<file path="src/rtl/gpio_mask_pkg.sv">
package gpio_mask_pkg;

  // Kind of access decoded from the byte offset
  typedef enum logic [1:0] {
    ACC_IDLE = 2'd0,
    ACC_DATA = 2'd1,
    ACC_DIR  = 2'd2,
    ACC_VOID = 2'd3
  } gpio_acc_e;

  localparam int unsigned GPIO_PINS_DEF   = 8;
  localparam int unsigned GPIO_ADDR_DEF   = 12;
  localparam int unsigned GPIO_DATA_DEF   = 32;
  localparam int unsigned GPIO_SYNC_DEF   = 2;
  localparam int unsigned GPIO_DIROFF_DEF = 'h400;

endpackage

</file>
<file path="src/rtl/gpio_rst_sync.sv">
module gpio_rst_sync #(
  parameter int unsigned STAGES = 2
) (
  input  logic clk,
  input  logic rst_n,
  output logic rst_sync_n
);
  logic [STAGES-1:0] chain_q;
  logic [STAGES-1:0] chain_d;

  always_comb begin
    chain_d = {chain_q[STAGES-2:0], 1'b1};
  end

  always_ff @(posedge clk or negedge rst_n) begin
    if (!rst_n) chain_q <= '0;
    else        chain_q <= chain_d;
  end

  assign rst_sync_n = chain_q[STAGES-1];
endmodule

</file>
<file path="src/rtl/gpio_bus_decode.sv">
module gpio_bus_decode
  import gpio_mask_pkg::*;
#(
  parameter int unsigned ADDR_W     = GPIO_ADDR_DEF,
  parameter int unsigned PIN_W      = GPIO_PINS_DEF,
  parameter int unsigned DIR_OFFSET = GPIO_DIROFF_DEF
) (
  input  logic              bus_sel,
  input  logic              bus_wr,
  input  logic [ADDR_W-1:0] bus_addr,
  output gpio_acc_e         acc_kind,
  output logic              acc_wr,
  output logic              acc_rd,
  output logic [PIN_W-1:0]  pin_mask
);
  localparam int unsigned       WIN_TOP  = PIN_W + 2;
  localparam logic [ADDR_W-1:0] DIR_ADDR = ADDR_W'(DIR_OFFSET);

  logic in_window;
  logic at_dir;
  logic unused_low;

  assign unused_low = ^bus_addr[1:0];
  assign in_window  = (bus_addr[ADDR_W-1:WIN_TOP] == '0);
  assign at_dir     = (bus_addr[ADDR_W-1:2] == DIR_ADDR[ADDR_W-1:2]);
  assign pin_mask   = bus_addr[WIN_TOP-1:2];

  always_comb begin
    if (!bus_sel)       acc_kind = ACC_IDLE;
    else if (in_window) acc_kind = ACC_DATA;
    else if (at_dir)    acc_kind = ACC_DIR;
    else                acc_kind = ACC_VOID;
  end

  assign acc_wr = bus_sel &  bus_wr;
  assign acc_rd = bus_sel & ~bus_wr;
endmodule

</file>
<file path="src/rtl/gpio_in_sync.sv">
module gpio_in_sync #(
  parameter int unsigned PIN_W  = 8,
  parameter int unsigned STAGES = 2
) (
  input  logic             clk,
  input  logic             rst_n,
  input  logic [PIN_W-1:0] pin_raw,
  output logic [PIN_W-1:0] pin_sync
);
  logic [PIN_W-1:0] stage_q [STAGES];
  logic [PIN_W-1:0] stage_d [STAGES];

  genvar s;
  generate
    for (s = 0; s < STAGES; s++) begin : g_stage
      if (s == 0) begin : g_first
        assign stage_d[s] = pin_raw;
      end else begin : g_next
        assign stage_d[s] = stage_q[s-1];
      end
      always_ff @(posedge clk or negedge rst_n) begin
        if (!rst_n) stage_q[s] <= '0;
        else        stage_q[s] <= stage_d[s];
      end
    end
  endgenerate

  assign pin_sync = stage_q[STAGES-1];
endmodule

</file>
<file path="src/rtl/gpio_pin_regs.sv">
module gpio_pin_regs #(
  parameter int unsigned PIN_W = 8
) (
  input  logic             clk,
  input  logic             rst_n,
  input  logic             dir_we,
  input  logic [PIN_W-1:0] dir_wdata,
  input  logic             data_we,
  input  logic [PIN_W-1:0] data_wmask,
  input  logic [PIN_W-1:0] data_wdata,
  input  logic [PIN_W-1:0] pin_sync,
  output logic [PIN_W-1:0] dir_q,
  output logic [PIN_W-1:0] data_q
);
  logic [PIN_W-1:0] dir_d;
  logic [PIN_W-1:0] data_d;
  logic [PIN_W-1:0] wr_bits;
  logic [PIN_W-1:0] held_out;

  // Direction register: whole-byte load on its own offset
  always_comb begin
    dir_d = dir_q;
    if (dir_we) dir_d = dir_wdata;
  end

  // Data register: output bits take masked writes, input bits track pins
  always_comb begin
    wr_bits  = data_we ? (data_wmask & dir_q) : '0;
    held_out = (data_q & ~wr_bits) | (data_wdata & wr_bits);
    data_d   = (held_out & dir_q) | (pin_sync & ~dir_q);
  end

  always_ff @(posedge clk or negedge rst_n) begin
    if (!rst_n) begin
      dir_q  <= '0;
      data_q <= '0;
    end else begin
      dir_q  <= dir_d;
      data_q <= data_d;
    end
  end
endmodule

</file>
<file path="src/rtl/gpio_out_drive.sv">
module gpio_out_drive #(
  parameter int unsigned PIN_W = 8
) (
  input  logic             clk,
  input  logic             rst_n,
  input  logic [PIN_W-1:0] dir_q,
  input  logic [PIN_W-1:0] data_q,
  output logic [PIN_W-1:0] pin_out,
  output logic [PIN_W-1:0] pin_chg
);
  logic [PIN_W-1:0] drive_now;
  logic [PIN_W-1:0] prev_q;
  logic [PIN_W-1:0] prev_d;

  genvar k;
  generate
    for (k = 0; k < PIN_W; k++) begin : g_pin
      assign drive_now[k] = dir_q[k] ? data_q[k] : 1'b1;
      assign pin_chg[k]   = drive_now[k] ^ prev_q[k];
    end
  endgenerate

  always_comb begin
    prev_d = drive_now;
  end

  always_ff @(posedge clk or negedge rst_n) begin
    if (!rst_n) prev_q <= '1;
    else        prev_q <= prev_d;
  end

  assign pin_out = drive_now;
endmodule

</file>
<file path="src/rtl/gpio_mask_port.sv">
module gpio_mask_port
  import gpio_mask_pkg::*;
#(
  parameter int unsigned PIN_W      = GPIO_PINS_DEF,
  parameter int unsigned ADDR_W     = GPIO_ADDR_DEF,
  parameter int unsigned DATA_W     = GPIO_DATA_DEF,
  parameter int unsigned SYNC_N     = GPIO_SYNC_DEF,
  parameter int unsigned DIR_OFFSET = GPIO_DIROFF_DEF
) (
  input  logic              clk,
  input  logic              rst_n,
  input  logic              bus_sel,
  input  logic              bus_wr,
  input  logic [ADDR_W-1:0] bus_addr,
  input  logic [DATA_W-1:0] bus_wdata,
  output logic [DATA_W-1:0] bus_rdata,
  input  logic [PIN_W-1:0]  pin_in,
  output logic [PIN_W-1:0]  pin_out,
  output logic [PIN_W-1:0]  pin_chg
);
  logic              rst_sync_n;
  gpio_acc_e         acc_kind;
  logic              acc_wr;
  logic              acc_rd;
  logic [PIN_W-1:0]  pin_mask;
  logic [PIN_W-1:0]  pin_sync;
  logic [PIN_W-1:0]  dir_q;
  logic [PIN_W-1:0]  data_q;
  logic              dir_we;
  logic              data_we;
  logic [DATA_W-1:0] rdata_q;
  logic [DATA_W-1:0] rdata_d;
  logic [DATA_W-1:0] rd_value;
  logic              unused_wdata;

  assign unused_wdata = ^bus_wdata[DATA_W-1:PIN_W];

  gpio_rst_sync #(.STAGES(2)) u_rst (
    .clk        (clk),
    .rst_n      (rst_n),
    .rst_sync_n (rst_sync_n)
  );

  gpio_bus_decode #(
    .ADDR_W     (ADDR_W),
    .PIN_W      (PIN_W),
    .DIR_OFFSET (DIR_OFFSET)
  ) u_dec (
    .bus_sel  (bus_sel),
    .bus_wr   (bus_wr),
    .bus_addr (bus_addr),
    .acc_kind (acc_kind),
    .acc_wr   (acc_wr),
    .acc_rd   (acc_rd),
    .pin_mask (pin_mask)
  );

  gpio_in_sync #(.PIN_W(PIN_W), .STAGES(SYNC_N)) u_sync (
    .clk      (clk),
    .rst_n    (rst_sync_n),
    .pin_raw  (pin_in),
    .pin_sync (pin_sync)
  );

  assign dir_we  = acc_wr && (acc_kind == ACC_DIR);
  assign data_we = acc_wr && (acc_kind == ACC_DATA);

  gpio_pin_regs #(.PIN_W(PIN_W)) u_regs (
    .clk        (clk),
    .rst_n      (rst_sync_n),
    .dir_we     (dir_we),
    .dir_wdata  (bus_wdata[PIN_W-1:0]),
    .data_we    (data_we),
    .data_wmask (pin_mask),
    .data_wdata (bus_wdata[PIN_W-1:0]),
    .pin_sync   (pin_sync),
    .dir_q      (dir_q),
    .data_q     (data_q)
  );

  gpio_out_drive #(.PIN_W(PIN_W)) u_drive (
    .clk     (clk),
    .rst_n   (rst_sync_n),
    .dir_q   (dir_q),
    .data_q  (data_q),
    .pin_out (pin_out),
    .pin_chg (pin_chg)
  );

  // Read path: select, then register on an accepted read only
  always_comb begin
    case (acc_kind)
      ACC_DATA: rd_value = DATA_W'(data_q & pin_mask);
      ACC_DIR:  rd_value = DATA_W'(dir_q);
      default:  rd_value = '0;
    endcase
    rdata_d = acc_rd ? rd_value : rdata_q;
  end

  always_ff @(posedge clk or negedge rst_sync_n) begin
    if (!rst_sync_n) rdata_q <= '0;
    else             rdata_q <= rdata_d;
  end

  assign bus_rdata = rdata_q;
endmodule

</file>
<file path="config.mk">
export PLATFORM = sky130hd
export DESIGN_NAME = gpio_mask_port
export DESIGN_NICKNAME = d
export VERILOG_FILES = /design/src/rtl/gpio_mask_pkg.sv /design/src/rtl/gpio_rst_sync.sv /design/src/rtl/gpio_bus_decode.sv /design/src/rtl/gpio_in_sync.sv /design/src/rtl/gpio_pin_regs.sv /design/src/rtl/gpio_out_drive.sv /design/src/rtl/gpio_mask_port.sv
export SDC_FILE = /design/constraint.sdc
export NUM_CORES = 1
export LEC_CHECK = 0
export ABC_AREA = 1
export CORE_MARGIN = 4
export CORE_UTILIZATION = 40
export DETAILED_ROUTE_END_ITERATION = 7
export PLACE_DENSITY = 0.76
export SKIP_CTS_REPAIR_TIMING = 1
export SLEW_MARGIN = 20
export SYNTH_ARGS = -nofsm -noshare
export SYNTH_HDL_FRONTEND = slang
export SYNTH_HIERARCHICAL = 1
export SYNTH_SLANG_ARGS = --single-unit
</file>
<file path="constraint.sdc">
create_clock -name clk -period 1.9 [get_ports clk]
set_input_delay 0.19 -clock clk [delete_from_list [all_inputs] [get_ports clk]]
set_output_delay 0.19 -clock clk [all_outputs]
set_load 0.005 [all_outputs]
</file>
==> impl.org <==
** Global route
- The number of global-route vias before repair came to 1,820.
- The first global-routing pass estimated 7980 um of wire.
- Maximum number of pins on one net before global-route repair :: 30
- The total overflow left after global routing is 0.
- Antenna violations before repair :: 0
- GRT Total Usage :: 13.3%

** Synth
- Sequential elements use 51.4% of the synthesized area.
- The Yosys step of the flow raised 6 warnings.
- The top cell type by area accounts for 42.8% of the synthesized area.
- By area the synthesized netlist is led by dfrtp_1 43%, nand2_1 13%, buf_4 10%.
- By instance count, the leading cell after synthesis is nand2_1.
- Post-synthesis cell count :: 284
- The synthesized netlist contains 17 unique library cells.
- Cell Area, Synth :: 2450 um2
- Synthesized-area fraction occupied by adder cells :: 1.53%
- After Yosys synthesis, XOR and XNOR cells account for 0% of the synthesized area.
- By area, the combinational part of the netlist is dominated by simple AND/OR/NAND/NOR gates.
- Counting flops and latches in the post-synthesis netlist gives 50.
- Counting flops with a built-in enable in the synthesized netlist gives 0.
- Post-synthesis async set-or-reset flop share :: 100%
- Avg Cell Area, Syn :: 8.64 um2
- Basic-gate share of the synthesized area counting and, or, nand and nor cells :: 27.7%
- Of the post-synthesis cell area, the part taken by muxes is 0%.
- Ranked by instance count, the synthesized netlist is headed by 85 x nand2_1, 42 x dfrtp_1, 36 x inv_1.
- Of all cell types, the one taking the most synthesized area is dfrtp_1.
- The most used flip-flop cell after synthesis is dfrtp_1.
- The synthesized netlist devotes 1.63% of its cell area to compound gates.

** Critical path
- Walking the worst path, the cells encountered are clkdlybuf4s50_1 > nor2_1 > nand3_1 > nor2_1 > nor2_2 > inv_1 > ha_1 > nand2_1 > clkinvlp_4 > buf_4 > o21ai_0.
- The worst setup path is of the in -> reg kind.
- In this design, the stage delay of the slowest critical-path cell is 0.48 ns.
- Number of buffers and inverters on the critical path :: 4
- End of the worst register-to-register path :: u_regs/dir_q[2]
- RR Startpoint :: u_regs/dir_q[2]
- The most numerous cell type found on the critical path is nor2_1.
- Maximum net fanout on the critical path :: 8
- Family with the most delay on the worst path :: buffers and inverters
- Nature of the critical path startpoint :: primary input
- Data arrives at the worst endpoint at 1.93 ns.
- Crit path required time :: 2.10 ns
- The slowest stage of the critical path belongs to the cell clkdlybuf4s50_1.
- Setup slack on the worst flop-to-flop path :: 1.05 ns
- Endpoint type of the worst setup path :: register
- Number of cells on the worst reg-to-reg path :: 2

** Place
- In this run the tool buffered the top-level ports with 53 buffer cells.
- Timing analysis after detailed placement gives a worst setup slack of -0.152 ns.
- Once detailed placement completed, the half-perimeter wirelength came to 3710 um.
- After detailed placement, the total cell area comes to 2990 um2.
- The congestion estimate from routability-driven global placement came to 0.778.

** Status
- Status :: complete, no violations

** STA
- The final hold violation count was 0.
- Setup-failing EPs final :: 0
- Final worst-path setup slack :: 0.169 ns
- Adding up every negative setup slack in the final design gives 0 ns.
- Setup repair after global routing missed its margin :: false
- Highest attainable clock frequency :: 578 MHz
- The worst path uses 91.1% of the clock period.
- Hold slack final :: 0.0565 ns
- The clock period could shrink to 1.73 ns.
- Worst setup skew after layout :: 0.00261 ns
- The number of pins exceeding their max-slew limit in the final report was 0.

** Hold path
- In this run the worst hold path is classified as in -> async.

** Routing
- For this run, design rule violations remaining after detail routing come to 0.
- The final route contains 1,912 vias.
- The first routing iteration left 99 violations.
- The pre-antenna-repair detailed-routing pass consisted of 4 iterations.
- After detailed routing, the number of vias per cell comes to 4.52.
- Wires add up to 4900 um.
- Final ANT Viol Nets :: 0
- After detailed routing, the average wire length per cell comes to 11.6 um.

** Clock network
- CTS placed an instance of clkbuf_8 at the clock tree root.
- Num CTS Buffers :: 5
- The clock passes through at most 2 buffers.
- Count of H-tree levels built during CTS :: 2
- TritonCTS built the clock tree.
- After clock tree synthesis, the clock-pin slew on the worst setup and hold paths is 0.08 ns.
- Number of clock sinks :: 50
- The clock reaches the later pin of the worst-skew pair after 0.28 ns.

** Layout
- Number of diodes :: 0
- In the final layout, the share of cells above drive strength 1 is 14.4%.
- Relative area change from synthesis to final layout :: 26.7%
- The finished cells cover 3110 um2.
- In the final design database the tool counted 407 nets.

** Power and ir drop
- Pwr Density :: 902 nW/um2
- VDD IR-drop max :: 0.000550 V
- The analysis attributes to cell leakage a power of 1.59 nW.

** Floorplan
- Vertical die dimension :: 86.3 um
- Row generation in the floorplan step produced 28 rows.
- Area of the die :: 7450 um2
- During I/O placement, the number of pins put on the boundary was 104.
- From left edge to right edge, the die measures 86.3 um.
- Initial Util :: 41.2%
- Core footprint :: 5960 um2

** Flow run
- Max-cap violations :: 0
-- worst max-delay path by stage --
stage / startpoint / to / slack, ns / depth (start not counted)
after floorplan: u_rst/chain_q[1] / bus_rdata[0] / 0.42 / 0
final: bus_addr[3] / u_regs/dir_q[7] / 0.17 / 11
after detailed placement: bus_addr[3] / u_regs/dir_q[2] / -0.15 / 10
after global routing: bus_addr[3] / u_regs/dir_q[7] / 0.03 / 11
after global placement: bus_addr[4] / u_regs/dir_q[7] / -0.07 / 10
after CTS: bus_addr[3] / u_regs/dir_q[2] / 0.14 / 10
-- cell families (layout without fill, tap and decap cells) --
group                    Yosys count  count (layout)
buffers and inverters             73             114
flip-flops                        50              50
adder cells (fa/ha/maj)            3               3
AO/OA/AOI/OAI                      8               8
other                              2              25
AND/OR/NAND/NOR                  148             148
-- layout make-up --
class | instances | area, um2
well taps | 75 | 93.8
inverters | 37 | 143
flip-flops and latches | 50 | 1260
fillers | 578 | 2850
repair buffers | 70 | 671
clock buffers | 7 | 86.3
multi-input cells | 184 | 853
-- cell usage in the layout (no fill, tap or decap), types with 16 or more instances in the layout --
| cell | instances |
|---|---|
| dfrtp_1 | 41 |
| nand3_1 | 31 |
| clkdlybuf4s50_1 | 53 |
| inv_1 | 35 |
| nand2_1 | 85 |
| conb_1 | 25 |
| buf_4 | 16 |
-- routing by layer --
layer  vias up  track usage (%)  share of wire, %
li1        948                -                 -
met1       896             16.4                41
met2        64             23.8                51
met3         4             3.04               7.1
met4         0             2.69              0.78
met5         -                0                 0
-- per-stage QoR --
step | power, mW | util, % | cells
detailed placement | 2.23 | 50.3 | 413
CTS | 2.83 | 51.7 | 420
global placement | 2.19 | 50.3 | 413
floorplan | 1.83 | - | 307
global route | 3.00 | 52.2 | 423
finish | 2.80 | 52.2 | 423
-- power by group --
group / leakage, nW / switching [mW] / total [mW] / internal, mW
Sequential: 0.595 / 0.166 / 1.43 / 1.26
Combinational: 0.949 / 0.339 / 0.775 / 0.436
Clock: 0.0443 / 0.311 / 0.601 / 0.289
No activity file was read; power rests on OpenSTA's default activity.
